===== config.mk =====
export PLATFORM = sky130hd
export DESIGN_NAME = buf_addr_counter
export DESIGN_NICKNAME = d
export VERILOG_FILES = /design/src/rtl/rac_pkg.sv /design/src/rtl/rac_access_detect.sv /design/src/rtl/rac_counter.sv /design/src/rtl/buf_addr_counter.sv
export SDC_FILE = /design/constraint.sdc
export NUM_CORES = 1
export LEC_CHECK = 0
export ABC_AREA = 0
export BUFFER_PORTS_ARGS = -buffer_cell sky130_fd_sc_hd__buf_2
export CAP_MARGIN = 20
export CORE_MARGIN = 4
export CORE_UTILIZATION = 47
export CTS_CLUSTER_SIZE = 24
export DETAILED_ROUTE_END_ITERATION = 7
export PLACE_DENSITY_LB_ADDON = 0.3
export SETUP_SLACK_MARGIN = 0.1
export SYNTH_ARGS = -nofsm -noshare
export SYNTH_HDL_FRONTEND = slang
export SYNTH_SLANG_ARGS = --single-unit

===== constraint.sdc =====
create_clock -name clk -period 1.6 [get_ports clk]
set_clock_uncertainty 0.05 [all_clocks]
set_input_delay 0 -clock clk [delete_from_list [all_inputs] [get_ports clk]]
set_output_delay 0 -clock clk [all_outputs]
set_load 0.01 [all_outputs]

===== src/rtl/rac_pkg.sv =====
package rac_pkg;
  localparam logic [1:0] PRESET_LOW_BITS = 2'b10;

  typedef struct packed {
    logic acc_done;
    logic wr_fall;
    logic rd_phase;
  } rac_evt_t;
endpackage


===== src/rtl/rac_access_detect.sv =====
module rac_access_detect
  import rac_pkg::*;
(
  input  logic     clk,
  input  logic     rst,
  input  logic     bank_sel_n,
  input  logic     wr_phase,
  output rac_evt_t evt
);
  logic bank_q;
  logic wr_q;

  always_ff @(posedge clk) begin
    if (rst) begin
      bank_q <= 1'b1;
      wr_q   <= 1'b0;
    end else begin
      bank_q <= bank_sel_n;
      wr_q   <= wr_phase;
    end
  end

  always_comb begin
    evt.acc_done = ~bank_q & bank_sel_n & ~rst;
    evt.wr_fall  = wr_q & ~wr_phase & ~bank_sel_n & ~rst;
    evt.rd_phase = ~wr_q & ~wr_phase & ~bank_sel_n & ~rst;
  end
endmodule


===== src/rtl/rac_counter.sv =====
module rac_counter
  import rac_pkg::*;
#(
  parameter int DATA_W = 8,
  parameter int ADDR_W = 10
) (
  input  logic              clk,
  input  logic              rst,
  input  logic              load,
  input  logic [DATA_W-1:0] bus_data,
  input  logic              acc_done,
  output logic [ADDR_W-1:0] addr,
  output logic              ovf_n
);
  localparam int LOW_W = ADDR_W - DATA_W;
  localparam logic [ADDR_W-1:0] ONE = ADDR_W'(1);

  logic [ADDR_W-1:0] preset_val;
  logic              at_zero;

  assign preset_val = {bus_data, PRESET_LOW_BITS[LOW_W-1:0]};
  assign at_zero    = (addr == '0);

  always_ff @(posedge clk) begin
    if (rst) begin
      addr  <= '0;
      ovf_n <= 1'b1;
    end else if (load) begin
      addr  <= preset_val;
      ovf_n <= 1'b1;
    end else if (acc_done) begin
      addr <= addr - ONE;
      if (at_zero) ovf_n <= 1'b0;
    end
  end

  // a load places the byte above the fixed low bits
  assert_preset_R2: assert property (@(posedge clk) disable iff (rst)
    load |=> (addr[ADDR_W-1:LOW_W] == $past(bus_data)) && (addr[LOW_W-1:0] == 2'b10) && ovf_n);

  // one step down per finished access
  assert_step_R3: assert property (@(posedge clk) disable iff (rst)
    (acc_done && !load) |=> (addr == $past(addr) - ONE));

  // address holds without an event
  assert_hold_R3: assert property (@(posedge clk) disable iff (rst)
    (!acc_done && !load) |=> $stable(addr));

  // flag only drops on a wrap from zero to the top address
  assert_wrap_R4: assert property (@(posedge clk) disable iff (rst)
    $fell(ovf_n) |-> (addr == '1));
endmodule


===== src/rtl/buf_addr_counter.sv =====
module buf_addr_counter
  import rac_pkg::*;
#(
  parameter int DATA_W = 8,
  parameter int ADDR_W = 10
) (
  input  logic              clk,
  input  logic              rst,
  input  logic [DATA_W-1:0] bus_data,
  input  logic              load,
  input  logic              bank_sel_n,
  input  logic              wr_phase,
  output logic [ADDR_W-1:0] addr,
  output logic              ram_cs_n,
  output logic              ram_oe_n,
  output logic              ram_we_n,
  output logic              ovf_n
);
  rac_evt_t evt;

  rac_access_detect u_detect (
    .clk        (clk),
    .rst        (rst),
    .bank_sel_n (bank_sel_n),
    .wr_phase   (wr_phase),
    .evt        (evt)
  );

  rac_counter #(.DATA_W(DATA_W), .ADDR_W(ADDR_W)) u_count (
    .clk      (clk),
    .rst      (rst),
    .load     (load),
    .bus_data (bus_data),
    .acc_done (evt.acc_done),
    .addr     (addr),
    .ovf_n    (ovf_n)
  );

  assign ram_cs_n = bank_sel_n;

  always_ff @(posedge clk) begin
    if (rst) begin
      ram_oe_n <= 1'b1;
      ram_we_n <= 1'b1;
    end else begin
      ram_oe_n <= ~evt.rd_phase;
      ram_we_n <= ~evt.wr_fall;
    end
  end

  // write pulse lasts a single cycle
  assert_we_single_R8: assert property (@(posedge clk) disable iff (rst)
    !ram_we_n |=> ram_we_n);

  // write pulse only after bank was low on the edge that made it
  assert_we_bank_R8: assert property (@(posedge clk) disable iff (rst)
    $fell(ram_we_n) |-> !$past(bank_sel_n));

  // read drive only follows a sampled read phase
  assert_oe_src_R7: assert property (@(posedge clk) disable iff (rst)
    $fell(ram_oe_n) |-> (!$past(bank_sel_n) && !$past(wr_phase)));

  // read drive and write pulse never overlap
  assert_no_clash_R7: assert property (@(posedge clk) disable iff (rst)
    !(!ram_oe_n && !ram_we_n));
endmodule


==> results by group, run 1 <==
Run status
  – Status: completed

Placement
  – HPWL Detailed: 1260 microns
  – Port bufs: 26
  – Placed Cells: 121
  – Gpl congestion: 0.785

Setup path
  – CP Max Fanout: 4
  – Worst r2r src: u_count.addr[5]$_SDFFE_PP0P_
  – Path depth of the worst reg2reg path: 4
  – Slowest-stage cell, CP: or4_4
  – Critical path arrival: 1.60 ns
  – Crit path largest cell delay: 0.56 ns
  – FF-to-FF setup slack: 0.11 ns
  – Setup CP Type: flip-flop to flip-flop
  – Worst EP required: 1.71 ns
  – RR Endpoint: u_count.addr[9]$_SDFFE_PP0P_
  – CP cell instances: or4_4 -> nor4_4 -> xnor2_1 -> o22ai_1
  – Worst Setup End Kind: flip-flop
  – Startpoint Class: flip-flop

Floorplanning
  – Die area: 2270 sq um
  – Initial Util: 49.6%
  – Die Height: 47.6 microns
  – CORE AREA: 1490 sq um
  – Cell row count: 14
  – Boundary Pins: 27
  – Die width: 47.6 microns

Logic synthesis
  – Primary FF master, synth: dfxtp_1
  – Post-synthesis sequential area ratio: 40.7%
  – Ys async rst share: 0%
  – Number of flops mapped to enable cells by yosys: 0
  – Syn Std Cell Area: 738 sq um
  – Warnings from Yosys: 0
  – Synth unique cells: 32
  – Cells after Synth: 81
  – Synthesized area per cell: 9.11 sq um
  – Seq cells post-synth: 15
  – Syn Nets: 95

CTS
  – H-tree Lvls: 1
  – Clock-pin slew on the worst setup and hold paths: 0.09 ns
  – Worst skew pair latency: 0.28 ns
  – CTS Buf Count: 3
  – TritonCTS clock tree: done
  – Clock Sinks: 15
  – Root buffer cell: clkbuf_4
  – Clk buf depth: 2

Timing
  – RSZ-0062 raised after global routing: true
  – Max_slew headroom: 73.1%
  – Slew Limit Fails: 0
  – Fmax: 671 MHz
  – Min Tclk post-route: 1.49 ns
  – Final setup fails: 0
  – Slew of the pin with the lowest slew margin: 0.403 ns
  – Setup TNS Final: 0 ns
  – Final Hold Violating Endpoints: 0
  – Crit share post-route: 93.1%

Detailed routing
  – Final wirelength: 1880 microns
  – Met3 routed WL: 96 microns
  – WL/cell: 13.5 microns
  – DR vias: 724
  – DR vias/cell: 5.21
  – TritonRoute pass-1 iters: 4
  – Violation count after the first detailed-route iteration: 12
  – DRC violations left: 0
  – DRT met1 WL: 838 microns
  – Detail Route Antenna Nets: 0
  – Top routing layer in use: met4
  – Met2 routed WL: 929 microns

Layout
  – Commonest cells after routing, fill and taps aside: buf_2 (26), dfxtp_1 (12), dlygate4sd3_1 (9)
  – Finished Layout Cells: 139
  – Commonest non-fill, non-tap cell in the layout: buf_2
  – Layout cells sized above 1: 39.0%
  – Fillcell total: 125
  – Antenna Cells: 0
  – # nets final: 138
  – Area Overhead vs Synth: 45.3%

Power and ir drop
  – Clock power frac: 25.9%
  – Sw Pwr: 0.238 mW
  – Worst IR Drop VDD: 0.000517 V
  – Pwr dens: 780 nW/um^2
  – Leakage power: 0.481 nW
  – Sequential share of power: 49.8%
  – Gate power share: 24.3%
  – Switching Share: 28.5%
  – Int Power: 0.598 mW

GRT
  – Vias in the first global route: 674
  – First-pass GRT wire length: 2880 microns
  – Largest net degree at the start of global routing: 19
  – GRT Overall Usage: 18.0%
  – Total grt overflow: 0
  – Initial antenna violation count: 0

Run
  – Max cap viols: 0

Min path
  – Endpoint, Worst Hold: u_count.addr[7]$_SDFFE_PP0P_
  – Min-delay src: bus_data[5]
  – Worst Hold Class: input port to flip-flop
  – Hold Path Stages: 3
[cell families (layout without fill, tap and decap cells)]
family | after synthesis | in the layout | share of synthesized area, %
xor+xnor | 8 | 8 | 9.49
flops | 15 | 15 | 40.7
compound gates | 17 | 17 | 15.8
buf+inv | 10 | 52 | 5.59
mux | 1 | 1 | 1.36
simple gates | 29 | 29 | 25.4
fa+ha+maj | 1 | 1 | 1.69
[cells in the mapped netlist, types with 2 or more instances]
cell	count	area [sq um]
dfxtp_1	15	300
nor2_1	7	26.3
inv_1	5	18.8
xor2_1	5	43.8
a21oi_1	4	20.0
nor2b_1	4	25.0
a22oi_1	3	22.5
clkbuf_1	3	11.3
nand2_1	3	11.3
nor3_1	3	15.0
o21a_1	3	22.5
o22ai_1	3	18.8
xnor2_1	3	26.3
nand2b_1	2	12.5
[layer usage]
layer	track usage, %	up-vias
li1	-	368
met5	0	-
met1	22.7	335
met3	2.63	2
met2	30.2	19
met4	8.06	0
[flip-flops by register name, indices dropped and copies added, names as in the netlist]
name             flops
u_detect.wr_q        1
u_count.ovf_n        1
u_count.addr        10
ram_oe_n             1
u_detect.bank_q      1
ram_we_n             1
[how the worst max path moves through the flow]
stage / from / to / slack, ns / cells past startpoint
after global routing: u_count.addr[1]$_SDFFE_PP0P_ / u_count.addr[6]$_SDFFE_PP0P_ / 0.02 / 7
after global placement: u_count.addr[5]$_SDFFE_PP0P_ / u_count.addr[9]$_SDFFE_PP0P_ / 0.16 / 4
after detailed placement: u_count.addr[5]$_SDFFE_PP0P_ / u_count.addr[9]$_SDFFE_PP0P_ / 0.13 / 4
final: u_count.addr[5]$_SDFFE_PP0P_ / u_count.addr[9]$_SDFFE_PP0P_ / 0.11 / 4
after floorplan: u_count.addr[1]$_SDFFE_PP0P_ / u_count.addr[6]$_SDFFE_PP0P_ / 0.13 / 6
after CTS: u_count.addr[5]$_SDFFE_PP0P_ / u_count.addr[9]$_SDFFE_PP0P_ / 0.11 / 4
[through the flow]
| step | power, mW | cell area [sq um] | hold WS, ns | setup slack (ns) | utilization, % |
|---|---|---|---|---|---|
| 3_5_place_dp | 0.589 | 890 | 0.164 | 0.129 | 59.7 |
| 2_1_floorplan | 0.533 | 739 | 0.0216 | 0.130 | - |
| 3_3_place_gp | 0.583 | 890 | 0.159 | 0.164 | 59.7 |
| 4_1_cts | 0.818 | 1010 | 0.000346 | 0.107 | 67.6 |
| 6_report | 0.836 | 1070 | 0.00424 | 0.110 | 72.0 |
| 5_1_grt | 0.884 | 1070 | 0.0331 | 0.0223 | 72.0 |
[power groups by stage]
stage	Combinational (mW)	Sequential, mW	Clock, mW
after floorplan	0.100	0.433	0
after global placement	0.161	0.422	0
after detailed placement	0.165	0.424	0
after CTS	0.183	0.415	0.221
after global routing	0.223	0.420	0.241
final	0.203	0.416	0.217
[what timing repair did]
action / 4_1_cts / 5_1_grt
setup buffers: 0 / 5
resized for setup: 0 / 9
setup endpoints to repair: 0 / 4
endpoints found under the hold margin: 11 / 0
hold buffers: 9 / 0
[critical path, delay by kind of cell, from the launching register on]
| kind | cells | cell delay (ns) |
|---|---|---|
| AND/OR/NAND/NOR | 2 | 0.72 |
| flip-flops | 1 | 0.38 |
| AO/OA/AOI/OAI | 1 | 0.09 |
| XOR/XNOR | 1 | 0.14 |
[cell type report]
| type | instances | area (sq um) | share of cell area (%) |
|---|---|---|---|
| flip-flops and latches | 15 | 307 | 28.6 |
| inverters | 5 | 18.8 | 1.75 |
| clock buffers | 4 | 26.3 | 2.45 |
| multi-input cells | 56 | 420 | 39.2 |
| well taps | 16 | 20.0 | 1.87 |
| repair buffers | 43 | 280 | 26.1 |
Power figures use the tool's default switching activity.
==> run 2: changes to the inputs <==
- ABC_AREA: 0 -> 1
- CORE_UTILIZATION: 47 -> 48
==> results by group, run 2 <==
Floorplanning
  – Die area: 2450 sq um
  – Die Height: 49.5 microns
  – CORE AREA: 1560 sq um
  – Die width: 49.5 microns
  – Initial Util: 53.0%
  – Cell row count: 14
  – Boundary Pins: 27

CTS
  – Clock-pin slew on the worst setup and hold paths: 0.10 ns
  – CTS Buf Count: 3
  – Worst skew pair latency: 0.28 ns
  – Clk buf depth: 2
  – TritonCTS clock tree: done
  – Root buffer cell: clkbuf_4
  – Clock Sinks: 15
  – H-tree Lvls: 1
  – Number of post-CTS setup repair buffers: 0

Logic synthesis
  – Warnings from Yosys: 0
  – Primary FF master, synth: dfxtp_1
  – Post-synthesis sequential area ratio: 36.3%
  – Synth top area share: 36.3%
  – Ys async rst share: 0%
  – Seq cells post-synth: 15
  – Post-synth top area cell: dfxtp_1
  – Synth unique cells: 21
  – Top-count cell post-synth: nand2_1
  – Number of flops mapped to enable cells by yosys: 0
  – Synth top cells by count: nand2_1 (27), inv_1 (16), dfxtp_1 (15), nand3_1 (11), o21ai_1 (9)
  – Cells after Synth: 118
  – Syn Nets: 132
  – Syn Std Cell Area: 827 sq um
  – Cells taking the most area after synthesis: dfxtp_1 (36%), nand2_1 (12%), inv_1 (7.3%), nand3_1 (6.7%), o21ai_1 (5.4%)
  – Synthesized area per cell: 7.01 sq um

Layout
  – Max reg flops: 10
  – Area Overhead vs Synth: 30.1%
  – Register area: 300 sq um
  – Commonest non-fill, non-tap cell in the layout: nand2_1
  – Finished Layout Cells: 169
  – Layout cells sized above 1: 30.7%
  – # nets final: 168
  – Fillcell total: 133
  – Area taken by multi-input logic gates: 440 sq um
  – Antenna Cells: 0
  – Commonest cells after routing, fill and taps aside: nand2_1 (27), buf_2 (26), inv_1 (16)
  – Largest Register: u_count.addr

GRT
  – Initial antenna violation count: 0
  – Largest net degree at the start of global routing: 13
  – Total grt overflow: 0
  – Vias in the first global route: 776
  – First-pass GRT wire length: 3330 microns
  – GRT Overall Usage: 16.9%

Setup path
  – Startpoint Class: flip-flop
  – Critical path arrival: 1.52 ns
  – Setup CP Type: flip-flop to flip-flop
  – CP Max Fanout: 5
  – Worst EP required: 1.74 ns
  – Worst Setup End Kind: flip-flop

Detailed routing
  – DR vias/cell: 4.92
  – Final wirelength: 1960 microns
  – TritonRoute pass-1 iters: 4
  – WL/cell: 11.6 microns
  – DR vias: 832
  – Violation count after the first detailed-route iteration: 26
  – Detail Route Antenna Nets: 0
  – DRC violations left: 0

Timing
  – Final Hold Violating Endpoints: 0
  – Fmax: 722 MHz
  – Setup TNS Final: 0 ns
  – Crit share post-route: 86.5%
  – RSZ-0062 raised after global routing: false
  – Slew of the pin with the lowest slew margin: 0.278 ns
  – Min Tclk post-route: 1.38 ns
  – Final setup fails: 0
  – Max_slew headroom: 81.5%
  – Slew Limit Fails: 0

Power and ir drop
  – Total power: 0.832 mW
  – Worst IR Drop VDD: 0.000589 V
  – Pwr dens: 773 nW/um^2
  – Leakage power: 0.531 nW

Placement
  – Placed Cells: 157
  – Gpl congestion: 0.867
  – HPWL Detailed: 1380 microns
  – Port bufs: 26

Run status
  – Status: completed

Min path
  – Worst Hold Class: input port to flip-flop

Run
  – Max cap viols: 0
## run 2: cell types whose count changed in the layout (fill, tap and decap cells not counted), sizes merged, moves of 4 or more
| cell | delta |
|---|---|
| inv | +16 |
| nand2 | +27 |
| nor2 | +6 |
| o21ai | +12 |
| xor2 | -5 |
| buf | -8 |
| nor2b | -4 |
| nand3 | +11 |
## run 2: critical path: stages, from the launching register on
cell and delay, ns:
dfxtp_1 0.32, inv_2 0.09, ha_1 0.17, inv_1 0.07, nor2_4 0.12, nand2_2 0.11, nor2_4 0.11, nand3_1 0.08
o21ai_1 0.12, nand2_1 0.06
## run 2: kinds of logic after synthesis
kind of cell    count (synthesis)  synth area share, %
buf+inv                        24                 11.6
simple gates                   56                 35.9
flops                          15                 36.3
compound gates                 22                 14.7
fa+ha+maj                       1                 1.51
## run 2: power by group
group          total (mW)  switching, mW  internal [mW]
logic               0.197          0.115         0.0826
clock network       0.223          0.127         0.0967
registers           0.411         0.0195          0.392
total               0.832          0.261          0.571
## run 2: metrics by stage
step                cell area, sq um  util, %  setup slack [ns]  hold slack [ns]
global placement                 960     61.6             0.278            0.163
global route                    1080     69.0            0.0941           0.0228
floorplan                        827        -             0.281           0.0418
CTS                             1070     68.4             0.173           0.0128
detailed placement               960     61.6             0.192            0.164
finish                          1080     69.0             0.215          0.00893
## run 2: final cells by class
cell class | count | area share (%)
multi-input combinational | 79 | 40.9
clock buffer | 4 | 2.44
timing repair buffer | 34 | 19.5
inverter | 21 | 7.33
tap | 16 | 1.86
sequential | 15 | 27.9
## run 2: routing by layer
metal	share of wire (%)	GRT usage [%]	up-vias
met5	0	0	-
met4	0.71	5.53	0
met3	4.1	3.61	2
met2	47	26.6	21
met1	48	23.0	368
li1	-	-	441
## run 2: repair_timing
item / in CTS / in global routing
endpoints found under the hold margin: 10 / 0
hold buffers: 8 / 0
setup endpoints to repair: 0 / 2
gates resized for setup: 0 / 2
## run 2: final timing paths
| kind | endpoint | slack [ns] | startpoint | cells after the start |
|---|---|---|---|---|
| max reg2reg | u_count.ovf_n$_SDFFE_PP1P_ | 0.22 | u_count.addr[0]$_SDFFE_PP0P_ | 9 |
| min | u_count.addr[9]$_SDFFE_PP0P_ | 0.009 | bus_data[7] | 5 |
| min reg2reg | ram_we_n$_SDFF_PP1_ | 0.37 | u_detect.wr_q$_SDFF_PP0_ | 1 |
| max | u_count.ovf_n$_SDFFE_PP1P_ | 0.22 | u_count.addr[0]$_SDFFE_PP0P_ | 9 |
